$ cat config.mk
export PLATFORM = sky130hd
export DESIGN_NAME = dstk_seq
export DESIGN_NICKNAME = d
export VERILOG_FILES = /design/src/rtl/dstk_pkg.sv /design/src/rtl/dstk_plan.sv /design/src/rtl/dstk_ptr.sv /design/src/rtl/dstk_gather.sv /design/src/rtl/dstk_seq.sv
export SDC_FILE = /design/constraint.sdc
export NUM_CORES = 1
export LEC_CHECK = 0
export BUFFER_PORTS_ARGS = -buffer_cell sky130_fd_sc_hd__buf_2
export CAP_MARGIN = 10
export CORE_MARGIN = 2
export CORE_UTILIZATION = 40
export CTS_CLUSTER_SIZE = 10
export DETAILED_ROUTE_END_ITERATION = 8
export MAX_ROUTING_LAYER = met4
export RECOVER_POWER = 25
export SYNTH_ARGS = -nofsm -noshare
export SYNTH_HDL_FRONTEND = slang
export SYNTH_SLANG_ARGS = --single-unit
$ cat constraint.sdc
create_clock -name clk -period 5.96 [get_ports clk]
set_input_delay 0 -clock clk [delete_from_list [all_inputs] [get_ports clk]]
set_output_delay 0 -clock clk [all_outputs]
set_load 0.1 [all_outputs]
$ cat src/rtl/dstk_pkg.sv
// Shared types for the stack sequencer: command codes and access kinds.
package dstk_pkg;

    // Command codes presented on cmd_op.
    typedef enum logic [2:0] {
        OP_PUSH_B   = 3'd0,
        OP_PUSH_W   = 3'd1,
        OP_POP_B    = 3'd2,
        OP_POP_W    = 3'd3,
        OP_PUSH_CTX = 3'd4,
        OP_RET_INT  = 3'd5,
        OP_RET_SUB  = 3'd6,
        OP_CALL     = 3'd7
    } op_e;

    // Kind of one single-byte memory access inside a sequence.
    typedef enum logic [2:0] {
        AK_WR_HI = 3'd0,
        AK_WR_LO = 3'd1,
        AK_WR_ST = 3'd2,
        AK_RD_LO = 3'd3,
        AK_RD_HI = 3'd4,
        AK_RD_ST = 3'd5,
        AK_NONE  = 3'd6
    } acc_e;

    // One step of a sequence: what to do and whether it ends the command.
    typedef struct packed {
        acc_e kind;
        logic last;
    } step_t;

    // True for access kinds that read memory.
    function automatic logic acc_is_read(acc_e k);
        return (k == AK_RD_LO) || (k == AK_RD_HI) || (k == AK_RD_ST);
    endfunction

    // True for access kinds that write memory.
    function automatic logic acc_is_write(acc_e k);
        return (k == AK_WR_HI) || (k == AK_WR_LO) || (k == AK_WR_ST);
    endfunction

endpackage

$ cat src/rtl/dstk_plan.sv
// Step planner: maps a command and a step index to the access made in that step.
// Assumes the sequencer never advances past a step marked last.
module dstk_plan
    import dstk_pkg::*;
#(
    parameter int STEP_W = 2
) (
    input  op_e               op,
    input  logic [STEP_W-1:0] idx,
    output step_t             step
);

    // Sequence table: order here is the stack byte order of each command.
    always_comb begin
        step = '{kind: AK_NONE, last: 1'b1};
        unique case (op)
            OP_PUSH_B: begin
                if (idx == STEP_W'(0)) step = '{kind: AK_WR_LO, last: 1'b1};
            end
            OP_PUSH_W, OP_CALL: begin
                if (idx == STEP_W'(0))      step = '{kind: AK_WR_HI, last: 1'b0};
                else if (idx == STEP_W'(1)) step = '{kind: AK_WR_LO, last: 1'b1};
            end
            OP_POP_B: begin
                if (idx == STEP_W'(0)) step = '{kind: AK_RD_LO, last: 1'b1};
            end
            OP_POP_W, OP_RET_SUB: begin
                if (idx == STEP_W'(0))      step = '{kind: AK_RD_LO, last: 1'b0};
                else if (idx == STEP_W'(1)) step = '{kind: AK_RD_HI, last: 1'b1};
            end
            OP_PUSH_CTX: begin
                if (idx == STEP_W'(0))      step = '{kind: AK_WR_HI, last: 1'b0};
                else if (idx == STEP_W'(1)) step = '{kind: AK_WR_LO, last: 1'b0};
                else if (idx == STEP_W'(2)) step = '{kind: AK_WR_ST, last: 1'b1};
            end
            OP_RET_INT: begin
                if (idx == STEP_W'(0))      step = '{kind: AK_RD_ST, last: 1'b0};
                else if (idx == STEP_W'(1)) step = '{kind: AK_RD_LO, last: 1'b0};
                else if (idx == STEP_W'(2)) step = '{kind: AK_RD_HI, last: 1'b1};
            end
            default: step = '{kind: AK_NONE, last: 1'b1};
        endcase
    end

endmodule

$ cat src/rtl/dstk_ptr.sv
// Stack pointer: holds SP, gives the push slot and pop slot addresses in the page.
// Assumes push and pop are never requested together.
module dstk_ptr #(
    parameter int              SP_W      = 8,
    parameter int              AW        = 16,
    parameter logic [AW-1:0]   PAGE_BASE = 16'h0100,
    parameter logic [SP_W-1:0] INIT_SP   = 8'hFF
) (
    input  logic            clk,
    input  logic            rst_n,
    input  logic            do_push,
    input  logic            do_pop,
    output logic [SP_W-1:0] sp,
    output logic [AW-1:0]   push_addr,
    output logic [AW-1:0]   pop_addr,
    output logic            at_top
);

    logic [SP_W-1:0] sp_q;
    logic [SP_W-1:0] sp_up;

    // Pointer one slot above the current one, wrapping inside the page.
    assign sp_up     = sp_q + SP_W'(1);
    assign sp        = sp_q;
    assign push_addr = PAGE_BASE + AW'(sp_q);
    assign pop_addr  = PAGE_BASE + AW'(sp_up);
    assign at_top    = (sp_q == {SP_W{1'b1}});

    // Pointer update: down after a push, up after a pop.
    always_ff @(posedge clk) begin
        if (!rst_n)       sp_q <= INIT_SP;
        else if (do_push) sp_q <= sp_q - SP_W'(1);
        else if (do_pop)  sp_q <= sp_up;
    end

    AST_PTR_DOWN: assert property (@(posedge clk) disable iff (!rst_n)
        do_push |=> sp_q == $past(sp_q) - SP_W'(1));
    AST_PTR_UP: assert property (@(posedge clk) disable iff (!rst_n)
        do_pop |=> sp_q == $past(sp_q) + SP_W'(1));
    AST_PTR_HOLD: assert property (@(posedge clk) disable iff (!rst_n)
        (!do_push && !do_pop) |=> $stable(sp_q));
    AST_PTR_ONE_DIR: assert property (@(posedge clk) disable iff (!rst_n)
        !(do_push && do_pop));

endmodule

$ cat src/rtl/dstk_gather.sv
// Result gatherer: captures read data one cycle after each read into the slot its kind names.
// Assumes the memory returns data exactly one cycle after the read strobe.
module dstk_gather
    import dstk_pkg::*;
#(
    parameter int DW = 8
) (
    input  logic          clk,
    input  logic          rst_n,
    input  logic          clear,
    input  logic          rd_issue,
    input  acc_e          rd_kind,
    input  logic [DW-1:0] rdata,
    output logic [DW-1:0] lo,
    output logic [DW-1:0] hi,
    output logic [DW-1:0] st
);

    acc_e pend_q;

    // Remember which slot the read issued this cycle will fill.
    always_ff @(posedge clk) begin
        if (!rst_n)        pend_q <= AK_NONE;
        else if (rd_issue) pend_q <= rd_kind;
        else               pend_q <= AK_NONE;
    end

    // Slot capture: clear on a new command, fill as read data arrives.
    always_ff @(posedge clk) begin
        if (!rst_n || clear) begin
            lo <= '0;
            hi <= '0;
            st <= '0;
        end else begin
            if (pend_q == AK_RD_LO) lo <= rdata;
            if (pend_q == AK_RD_HI) hi <= rdata;
            if (pend_q == AK_RD_ST) st <= rdata;
        end
    end

    AST_GATHER_KIND: assert property (@(posedge clk) disable iff (!rst_n)
        rd_issue |-> acc_is_read(rd_kind));

endmodule

$ cat src/rtl/dstk_seq.sv
// Stack sequencer top: accepts one stack command, runs its byte accesses one per
// clock, then strobes done with the result. Assumes a synchronous RAM on the
// memory port with one cycle of read latency and a fixed 256-byte stack page.
module dstk_seq
    import dstk_pkg::*;
#(
    parameter int              DW        = 8,
    parameter int              AW        = 16,
    parameter int              SP_W      = 8,
    parameter logic [AW-1:0]   PAGE_BASE = 16'h0100,
    parameter logic [SP_W-1:0] INIT_SP   = 8'hFF
) (
    input  logic            clk,
    input  logic            rst_n,
    input  logic            cmd_valid,
    input  logic [2:0]      cmd_op,
    input  logic [2*DW-1:0] cmd_word,
    input  logic [DW-1:0]   cmd_status,
    input  logic [2*DW-1:0] cmd_target,
    output logic            busy,
    output logic            done,
    output logic            underflow,
    output logic [2*DW-1:0] res_word,
    output logic [DW-1:0]   res_status,
    output logic [SP_W-1:0] sp,
    output logic            mem_we,
    output logic            mem_re,
    output logic [AW-1:0]   mem_addr,
    output logic [DW-1:0]   mem_wdata,
    input  logic [DW-1:0]   mem_rdata
);

    localparam int WW     = 2 * DW;
    localparam int STEP_W = 2;

    typedef enum logic [1:0] {S_IDLE, S_RUN, S_FIN} state_e;

    state_e            state_q;
    op_e               op_q;
    logic [WW-1:0]     word_q;
    logic [DW-1:0]     stat_q;
    logic [WW-1:0]     tgt_q;
    logic [STEP_W-1:0] idx_q;
    logic              err_q;
    logic              done_q;

    step_t             cur;
    logic              running;
    logic              is_rd;
    logic              is_wr;
    logic              refuse;
    logic              accept;
    logic [AW-1:0]     push_addr;
    logic [AW-1:0]     pop_addr;
    logic              at_top;
    logic [DW-1:0]     slot_lo;
    logic [DW-1:0]     slot_hi;
    logic [DW-1:0]     slot_st;
    logic [WW-1:0]     popped;

    dstk_plan #(.STEP_W(STEP_W)) u_plan (
        .op   (op_q),
        .idx  (idx_q),
        .step (cur)
    );

    // Decode the access of the current step and whether it must be refused.
    assign running = (state_q == S_RUN);
    assign is_rd   = running && acc_is_read(cur.kind);
    assign is_wr   = running && acc_is_write(cur.kind);
    assign refuse  = is_rd && at_top;
    assign accept  = (state_q == S_IDLE) && cmd_valid;

    dstk_ptr #(
        .SP_W      (SP_W),
        .AW        (AW),
        .PAGE_BASE (PAGE_BASE),
        .INIT_SP   (INIT_SP)
    ) u_ptr (
        .clk       (clk),
        .rst_n     (rst_n),
        .do_push   (is_wr),
        .do_pop    (is_rd && !at_top),
        .sp        (sp),
        .push_addr (push_addr),
        .pop_addr  (pop_addr),
        .at_top    (at_top)
    );

    dstk_gather #(.DW(DW)) u_gather (
        .clk      (clk),
        .rst_n    (rst_n),
        .clear    (accept),
        .rd_issue (mem_re),
        .rd_kind  (cur.kind),
        .rdata    (mem_rdata),
        .lo       (slot_lo),
        .hi       (slot_hi),
        .st       (slot_st)
    );

    // Memory port drive: one access per running step.
    assign mem_we   = is_wr;
    assign mem_re   = is_rd && !at_top;
    assign mem_addr = is_wr ? push_addr : pop_addr;

    // Write data selection by access kind.
    always_comb begin
        unique case (cur.kind)
            AK_WR_HI: mem_wdata = word_q[WW-1:DW];
            AK_WR_ST: mem_wdata = stat_q;
            default:  mem_wdata = word_q[DW-1:0];
        endcase
    end

    // Command sequencing: accept, step through accesses, drain last read.
    always_ff @(posedge clk) begin
        if (!rst_n) begin
            state_q <= S_IDLE;
            op_q    <= OP_PUSH_B;
            word_q  <= '0;
            stat_q  <= '0;
            tgt_q   <= '0;
            idx_q   <= '0;
            err_q   <= 1'b0;
            done_q  <= 1'b0;
        end else begin
            done_q <= 1'b0;
            unique case (state_q)
                S_IDLE: begin
                    if (cmd_valid) begin
                        op_q    <= op_e'(cmd_op);
                        word_q  <= cmd_word;
                        stat_q  <= cmd_status;
                        tgt_q   <= cmd_target;
                        idx_q   <= '0;
                        err_q   <= 1'b0;
                        state_q <= S_RUN;
                    end
                end
                S_RUN: begin
                    if (refuse) begin
                        err_q   <= 1'b1;
                        state_q <= S_FIN;
                    end else if (cur.last) begin
                        state_q <= S_FIN;
                    end else begin
                        idx_q <= idx_q + STEP_W'(1);
                    end
                end
                S_FIN: begin
                    done_q  <= 1'b1;
                    state_q <= S_IDLE;
                end
                default: state_q <= S_IDLE;
            endcase
        end
    end

    // Result formation from the gathered slots and the command kind.
    assign popped = {slot_hi, slot_lo};
    always_comb begin
        unique case (op_q)
            OP_RET_SUB: res_word = popped + WW'(1);
            OP_CALL:    res_word = tgt_q;
            default:    res_word = popped;
        endcase
    end

    assign res_status = slot_st;
    assign busy       = (state_q != S_IDLE);
    assign done       = done_q;
    assign underflow  = done_q && err_q;

    AST_PORT_EXCL: assert property (@(posedge clk) disable iff (!rst_n)
        !(mem_we && mem_re));
    AST_NO_POP_PAST_TOP: assert property (@(posedge clk) disable iff (!rst_n)
        mem_re |-> sp != {SP_W{1'b1}});
    AST_DONE_WHEN_IDLE: assert property (@(posedge clk) disable iff (!rst_n)
        done |-> !busy);
    AST_QUIET_WHEN_IDLE: assert property (@(posedge clk) disable iff (!rst_n)
        !busy |-> (!mem_we && !mem_re));
    AST_DONE_PULSE: assert property (@(posedge clk) disable iff (!rst_n)
        done |=> !done);
    AST_UNDERFLOW_WITH_DONE: assert property (@(posedge clk) disable iff (!rst_n)
        underflow |-> done);

endmodule

Yosys cells after proc, flatten, opt, wreduce, memory -nomap -nowiden
Index checks and enable logic that the tools add are counted.
{ "word_totals": {"register_bits": 84, "in_bits": 54} }
{ "classes": {"addsub": 6, "n_eq_ne": 25, "n_mux": 30, "reduce_logical": 27} }
{ "ops": {"columns": ["operator", "n"], "rows": [
  ["4-bit 2-to-1 mux", 10],
  ["16-bit case mux with 2 select lines", 1],
  ["3-bit equality test (second input constant)", 8],
  ["4-bit case mux with 6 select lines", 1],
  ["9-bit by 8-bit adder with 10-bit output (first input constant)", 2],
  ["16-bit by 1-bit adder with 16-bit output (second input constant)", 1],
  ["16-bit 2-to-1 mux", 1],
  ["8-bit 2-to-1 mux", 2],
  ["8-bit case mux with 2 select lines", 1],
  ["3-bit by 2-bit equality test with 1-bit output (second input constant)", 5],
  ["2-bit 2-to-1 mux", 6],
  ["8-bit by 1-bit adder with 8-bit output (second input constant)", 1],
  ["8-bit equality test (second input constant)", 1],
  ["2-bit case mux with 2 select lines", 2],
  ["8-bit by 1-bit subtractor with 8-bit output (second input constant)", 1],
  ["3-bit by 1-bit equality test with 1-bit output (second input constant)", 2],
  ["1-bit logical AND", 6],
  ["3-bit logical NOT", 2],
  ["3-bit 2-to-1 mux", 2],
  ["2-bit inequality test (second input constant)", 3],
  ["2-bit AND reduction", 3],
  ["2-bit nonzero test", 3],
  ["1-bit logical OR", 5],
  ["2-bit by 1-bit equality test with 1-bit output (second input constant)", 2],
  ["other kinds (11)", 17]
]} }

Longest topological paths before layout
{ "logic_depth": {"ltp_word": 12, "ltp_mapped": 10} }

Modules after synthesis
A second synthesis with hierarchy kept.
{ "unflattened": {"hier_cells": 590, "area_unflattened_um2": 4899.7} }
{ "modules_own_cells": {"columns": ["mod", "n_inst", "area_each_um2", "seq_area_each_um2", "cells_per_inst"], "rows": [
  ["dstk_seq", 1, 2807.7, 980.9, 370],
  ["dstk_gather", 1, 1131.1, 540.5, 101],
  ["dstk_ptr", 1, 782.0, 160.2, 94],
  ["dstk_plan", 1, 178.9, 0.0, 25]
]} }

Worst setup path before layout
No wires, ideal clock.
{ "synth_path": {"kind": "reg-to-output", "from": "register idx_q[0]", "to": "output mem_addr[1]", "arrival_time_ns": 3.771, "required_ns": 5.960, "path_stages_with_launch": 9, "path_buffers": 1, "setup_slack_ns": 2.189, "path_cell_list": "dfxtp_1 inv_1 ha_1 nor3b_1 o32a_1 o21ai_1 a211o_1 buf_2 o21ai_0"} }
{ "synth_via": {"elab_chain_cells": 10} }
{ "synth_rtl": {"columns": ["element", "line", "text"], "rows": [
  ["start, declared", "dstk_seq.sv:43", "logic [STEP_W-1:0] idx_q;"],
  ["start signal, assigned", "dstk_seq.sv:148", "idx_q <= idx_q + STEP_W'(1);"],
  ["2-bit equality test", "dstk_plan.sv:34, dstk_plan.sv:39", null],
  ["3-bit 2-to-1 mux or 4-bit 2-to-1 mux (tied branches)", "dstk_plan.sv:39, dstk_plan.sv:34", null],
  ["4-bit 2-to-1 mux (on tied branches)", "dstk_plan.sv:38, dstk_plan.sv:33", null],
  ["4-bit 2-to-1 mux (on tied branches)", "dstk_plan.sv:37, dstk_plan.sv:32", null],
  ["4-bit case mux with 6 select lines (*)", "dstk_plan.sv:16", "unique case (op)"],
  ["3-bit by 1-bit equality test with 1-bit output or 3-bit logical NOT (tied branches)", "dstk_pkg.sv:40", "return (k == AK_WR_HI) || (k == AK_WR_LO) || (k == AK_WR_ST);"],
  ["1-bit logical OR", "dstk_pkg.sv:40", null],
  ["1-bit logical OR (*)", "dstk_pkg.sv:40", null],
  ["1-bit logical AND (*)", "dstk_seq.sv:70", "assign is_wr = running && acc_is_write(cur.kind);"],
  ["16-bit 2-to-1 mux (*)", "dstk_seq.sv:105", "assign mem_addr = is_wr ? push_addr : pop_addr;"],
  ["end, declared", "dstk_seq.sv:28", "output logic [AW-1:0] mem_addr,"]
]} }
Every way passes the cells marked *; elsewhere a longest branch is shown, timed or not.

Final worst setup path
{ "layout_path": {"from": "register op_q[0]", "to": "output mem_wdata[1]"} }
{ "layout_via": {"elab_chain_cells": 5} }
{ "layout_rtl": {"columns": ["element", "line", "text"], "rows": [
  ["start, declared", "dstk_seq.sv:39", "op_e op_q;"],
  ["start signal, assigned", "dstk_seq.sv:132", "op_q <= op_e'(cmd_op);"],
  ["3-bit by 2-bit equality test with 1-bit output (tied with other cells)", "dstk_plan.sv:16", null],
  ["2-bit OR reduction", "dstk_plan.sv:16", null],
  ["4-bit case mux with 6 select lines (*)", "dstk_plan.sv:16", null],
  ["3-bit by 2-bit equality test with 1-bit output or 3-bit logical NOT (tied branches)", "dstk_seq.sv:109", "unique case (cur.kind)"],
  ["8-bit case mux with 2 select lines (*)", "dstk_seq.sv:109", null],
  ["end, declared", "dstk_seq.sv:29", "output logic [DW-1:0] mem_wdata,"]
]} }
Marks and branches as above.

==> metrics.md <==
| Metric | Value |
|---|---|
| Result of the run | finished with violations |
| Violated checks | capacitance limit, slew limit |
| Area share of fa/ha/maj cells after synthesis | 3.01% |
| Period Utilization, post-route | 61.1% |
| Via count normalized by instance count | 5.16 |
| FF+latch count, synth | 84 |
| Commonest non-fill, non-tap cell in the layout | sky130_fd_sc_hd__nand2_1 |
| Most common cell type on the critical path | sky130_fd_sc_hd__nor2_1 |
| Count of synthesis-stage warnings from yosys | 0 |
| Largest voltage drop on the vdd net | 0.708 mV |
| Worst clock skew on the final layout | 6.45 ps |
| Std-Cell Core Area | 11,300 sq um |
| Die Area | 12,300 sq um |
| Pin count of the biggest net entering global routing | 67 |
| Max-Slew Margin vs Limit | -26.7% |
| Highest clock rate | 275 MHz |
| Die extent in y | 111 um |
| Non-filler cells, final | 867 |
| Xor-xnor portion of the synthesized cell area | 1.15% |
| Max Buffers Root-to-Sink | 2 |
| Filler cell count in the final layout | 1,085 |
| Post-detailed-placement half-perimeter wirelength | 8.26 mm |
| Slowest-stage cell, CP | sky130_fd_sc_hd__dfxtp_1 |
| Transition time at the pin with the least slew margin | 1900 ps |
| Final max-slew violation count | 44 |
| Number of enable flip-flop cells after synthesis | 0 |
| GR Util All Layers | 20.5% |
| Fraction of the core area covered by cells at the end of the flow | 52.3% |
| Number of I/O pins | 115 |
| Number of buffers created by CTS | 9 |
| TritonCTS clock tree | done |
| Setup fix buffers added after clock tree synthesis | 0 |
| H-tree levels | 3 |
| Iteration-0 DRC Markers | 236 |
| Pwr Density | 396 nW/um^2 |
| Class of the worst hold path | in2reg |
| Post-synthesis instance area | 4570 sq um |
| Row count | 39 |
| Global-route wire length before repair | 20.1 mm |
| Startpoint Class | flip-flop |
| Proportion of synthesized chip area in sequential cells | 36.8% |
| Antenna cells | 0 |
| Maximum net fanout on the critical path | 27 |
| Total congestion overflow after global routing | 0 |
| Hold-fix buffers, CTS | 51 |
| Vias post-DR | 4,477 |
| Routability Congestion | 0.871 |
| Number of global-route vias before repair | 4,225 |
| Final-report setup violation count | 0 |
| Stage delay of the slowest cell on the critical path | 860 ps |
| Remaining antenna violation count | 0 |
| Share of post-route cells with drive strength above 1 | 15.9% |
| Insertion delay to the later sink of the worst-skew pair | 340 ps |
| DRC violations left | 0 |
| Synth cell types | 54 |
| Horizontal extent of the die | 111 um |
| Net count, final | 785 |
| Area of placed instances | 5120 sq um |
| Syn Inst Count | 587 |
| Path type of the worst setup path | reg2out |
| Drt first pass iters | 5 |
| Synthesized-area fraction occupied by and/or/nand/nor cells | 25.7% |
| Setup repair after global routing missed its margin | no |
| Setup TNS after final layout | 0 ps |
| Leading cell types in the layout, fill and taps excluded | sky130_fd_sc_hd__nand2_1, sky130_fd_sc_hd__buf_2, sky130_fd_sc_hd__dfxtp_1 |
| Data arrival time at the worst-slack endpoint | 3640 ps |
| Antenna violations before repair | 0 |
| Mux cell area share after synthesis | 7.81% |
| Signed area change from the synthesized netlist to the final layout | 29.0% |
| Port-buffer cells | 106 |
| Setup crit end kind | output port |
| Total of max-cap violations | 1 |
| Initial standard-cell utilization of the core | 40.5% |
| Cell chain of the critical path | buf_4 > nor3b_1 > o32a_1 > o21ai_1 > nor2_1 > nor2_1 > a31oi_1 > buf_2 |
| Required arrival time at the worst endpoint | 5960 ps |
| Total detailed-routing wirelength | 12.1 mm |
| Post-route cell area | 5890 sq um |
| Routed length per placed instance | 14.0 um |
| Average cell area after synthesis | 7.78 sq um |
| Dominant register cell in the synthesized netlist | sky130_fd_sc_hd__dfxtp_1 |
| Worst-path clk slew | 60 ps |
| Resized cells post-CTS | 0 |
| Period minus WS final | 3640 ps |
| Compound-Gate Fraction of Synth Area | 19.7% |
| Clock Sink Count | 84 |
| Standby leakage power | 2.49 nW |
| Cell count after placement | 801 |
| Main combinational cell family by area after synthesis | simple AND/OR/NAND/NOR gates |
| Final hold violation count | 0 |
| Clk Tree Root Cell | sky130_fd_sc_hd__clkbuf_16 |
| Synth async-reset ratio | 0% |
[cell type report]
class	instances	area [sq um]	area share, %
multi-input combinational	452	2650	44.9
clock inverter	6	65.1	1.10
inverter	11	41.3	0.701
tap	143	179	3.04
clock buffer	9	225	3.82
sequential	84	1680	28.5
timing repair buffer	162	1050	17.8
[sequential cells by signal (all words and copies together) (netlist names)]
register	flops
u_gather.st	8
u_ptr.sp	8
done	1
word_q	16
u_gather.hi	8
tgt_q	16
u_gather.lo	8
err_q	1
u_gather.pend_q	3
op_q	3
idx_q	2
stat_q	8
state_q	2
[worst max-delay path: cells and delay by family (launching register included)]
family / cells / cell delay (ps)
AND/OR/NAND/NOR: 3 / 1080
flip-flops: 1 / 860
buffers and inverters: 2 / 830
AO/OA/AOI/OAI: 3 / 520
[per-layer routing]
| layer | share of wire [%] | GRT usage, % |
|---|---|---|
| met2 | 49 | 33.4 |
| met3 | 4.6 | 4.70 |
| met4 | 1.1 | 5.92 |
| met5 | 0 | - |
| met1 | 46 | 25.5 |
[cell families after synthesis]
logic type	after synthesis
other cells	2
flops	84
buf+inv	57
xor+xnor	6
compound gates	135
mux	35
simple gates	257
fa+ha+maj	11
[metrics by stage]
stage / hold slack [ps] / setup WS (ps) / total power [W]
global route: 216 / 1980 / 0.00245
finish: 203 / 2320 / 0.00233
global placement: 252 / 2810 / 0.00177
detailed placement: 260 / 2710 / 0.00177
CTS: 191 / 2340 / 0.00236
floorplan: 144 / 2190 / 0.00162
[path summary, 6_finish.rpt]
check                        startpoint                       end  slack, ps  cells after the start
hold / removal                cmd_valid     idx_q[1]$_SDFFE_PN0P_        200                      4
hold reg to reg   tgt_q[9]$_SDFFE_PN0P_     tgt_q[9]$_SDFFE_PN0P_        470                      2
setup / recovery   op_q[0]$_SDFFE_PN0P_              mem_wdata[1]       2320                      8
setup reg to reg   op_q[0]$_SDFFE_PN0P_  u_ptr.sp[3]$_SDFFE_PN1P_       2690                      8
[synth_stat cells, drive strengths merged (5+ instances only)]
cell / number / area, sq um
a21boi: 45 / 338
a21oi: 26 / 130
a31oi: 15 / 93.8
and2: 7 / 43.8
and3: 8 / 50.1
buf: 21 / 126
clkbuf: 25 / 93.8
dfxtp: 84 / 1680
ha: 11 / 138
inv: 11 / 41.3
mux2: 5 / 56.3
mux2i: 30 / 300
nand2: 131 / 492
nand2b: 10 / 77.6
nand3: 13 / 65.1
nand4: 8 / 50.1
nor2: 50 / 188
nor3: 8 / 40.0
nor3b: 5 / 42.5
o21ai: 32 / 160
xnor2: 6 / 52.6
[where the power goes]
| group | internal, W | switching, W | total [W] |
|---|---|---|---|
| clock network | 0.000323 | 0.000226 | 0.000549 |
| registers | 0.000606 | 0.0000517 | 0.000657 |
| logic | 0.000231 | 0.000898 | 0.00113 |
| total | 0.00116 | 0.00118 | 0.00233 |
Power figures use the tool's default switching activity.
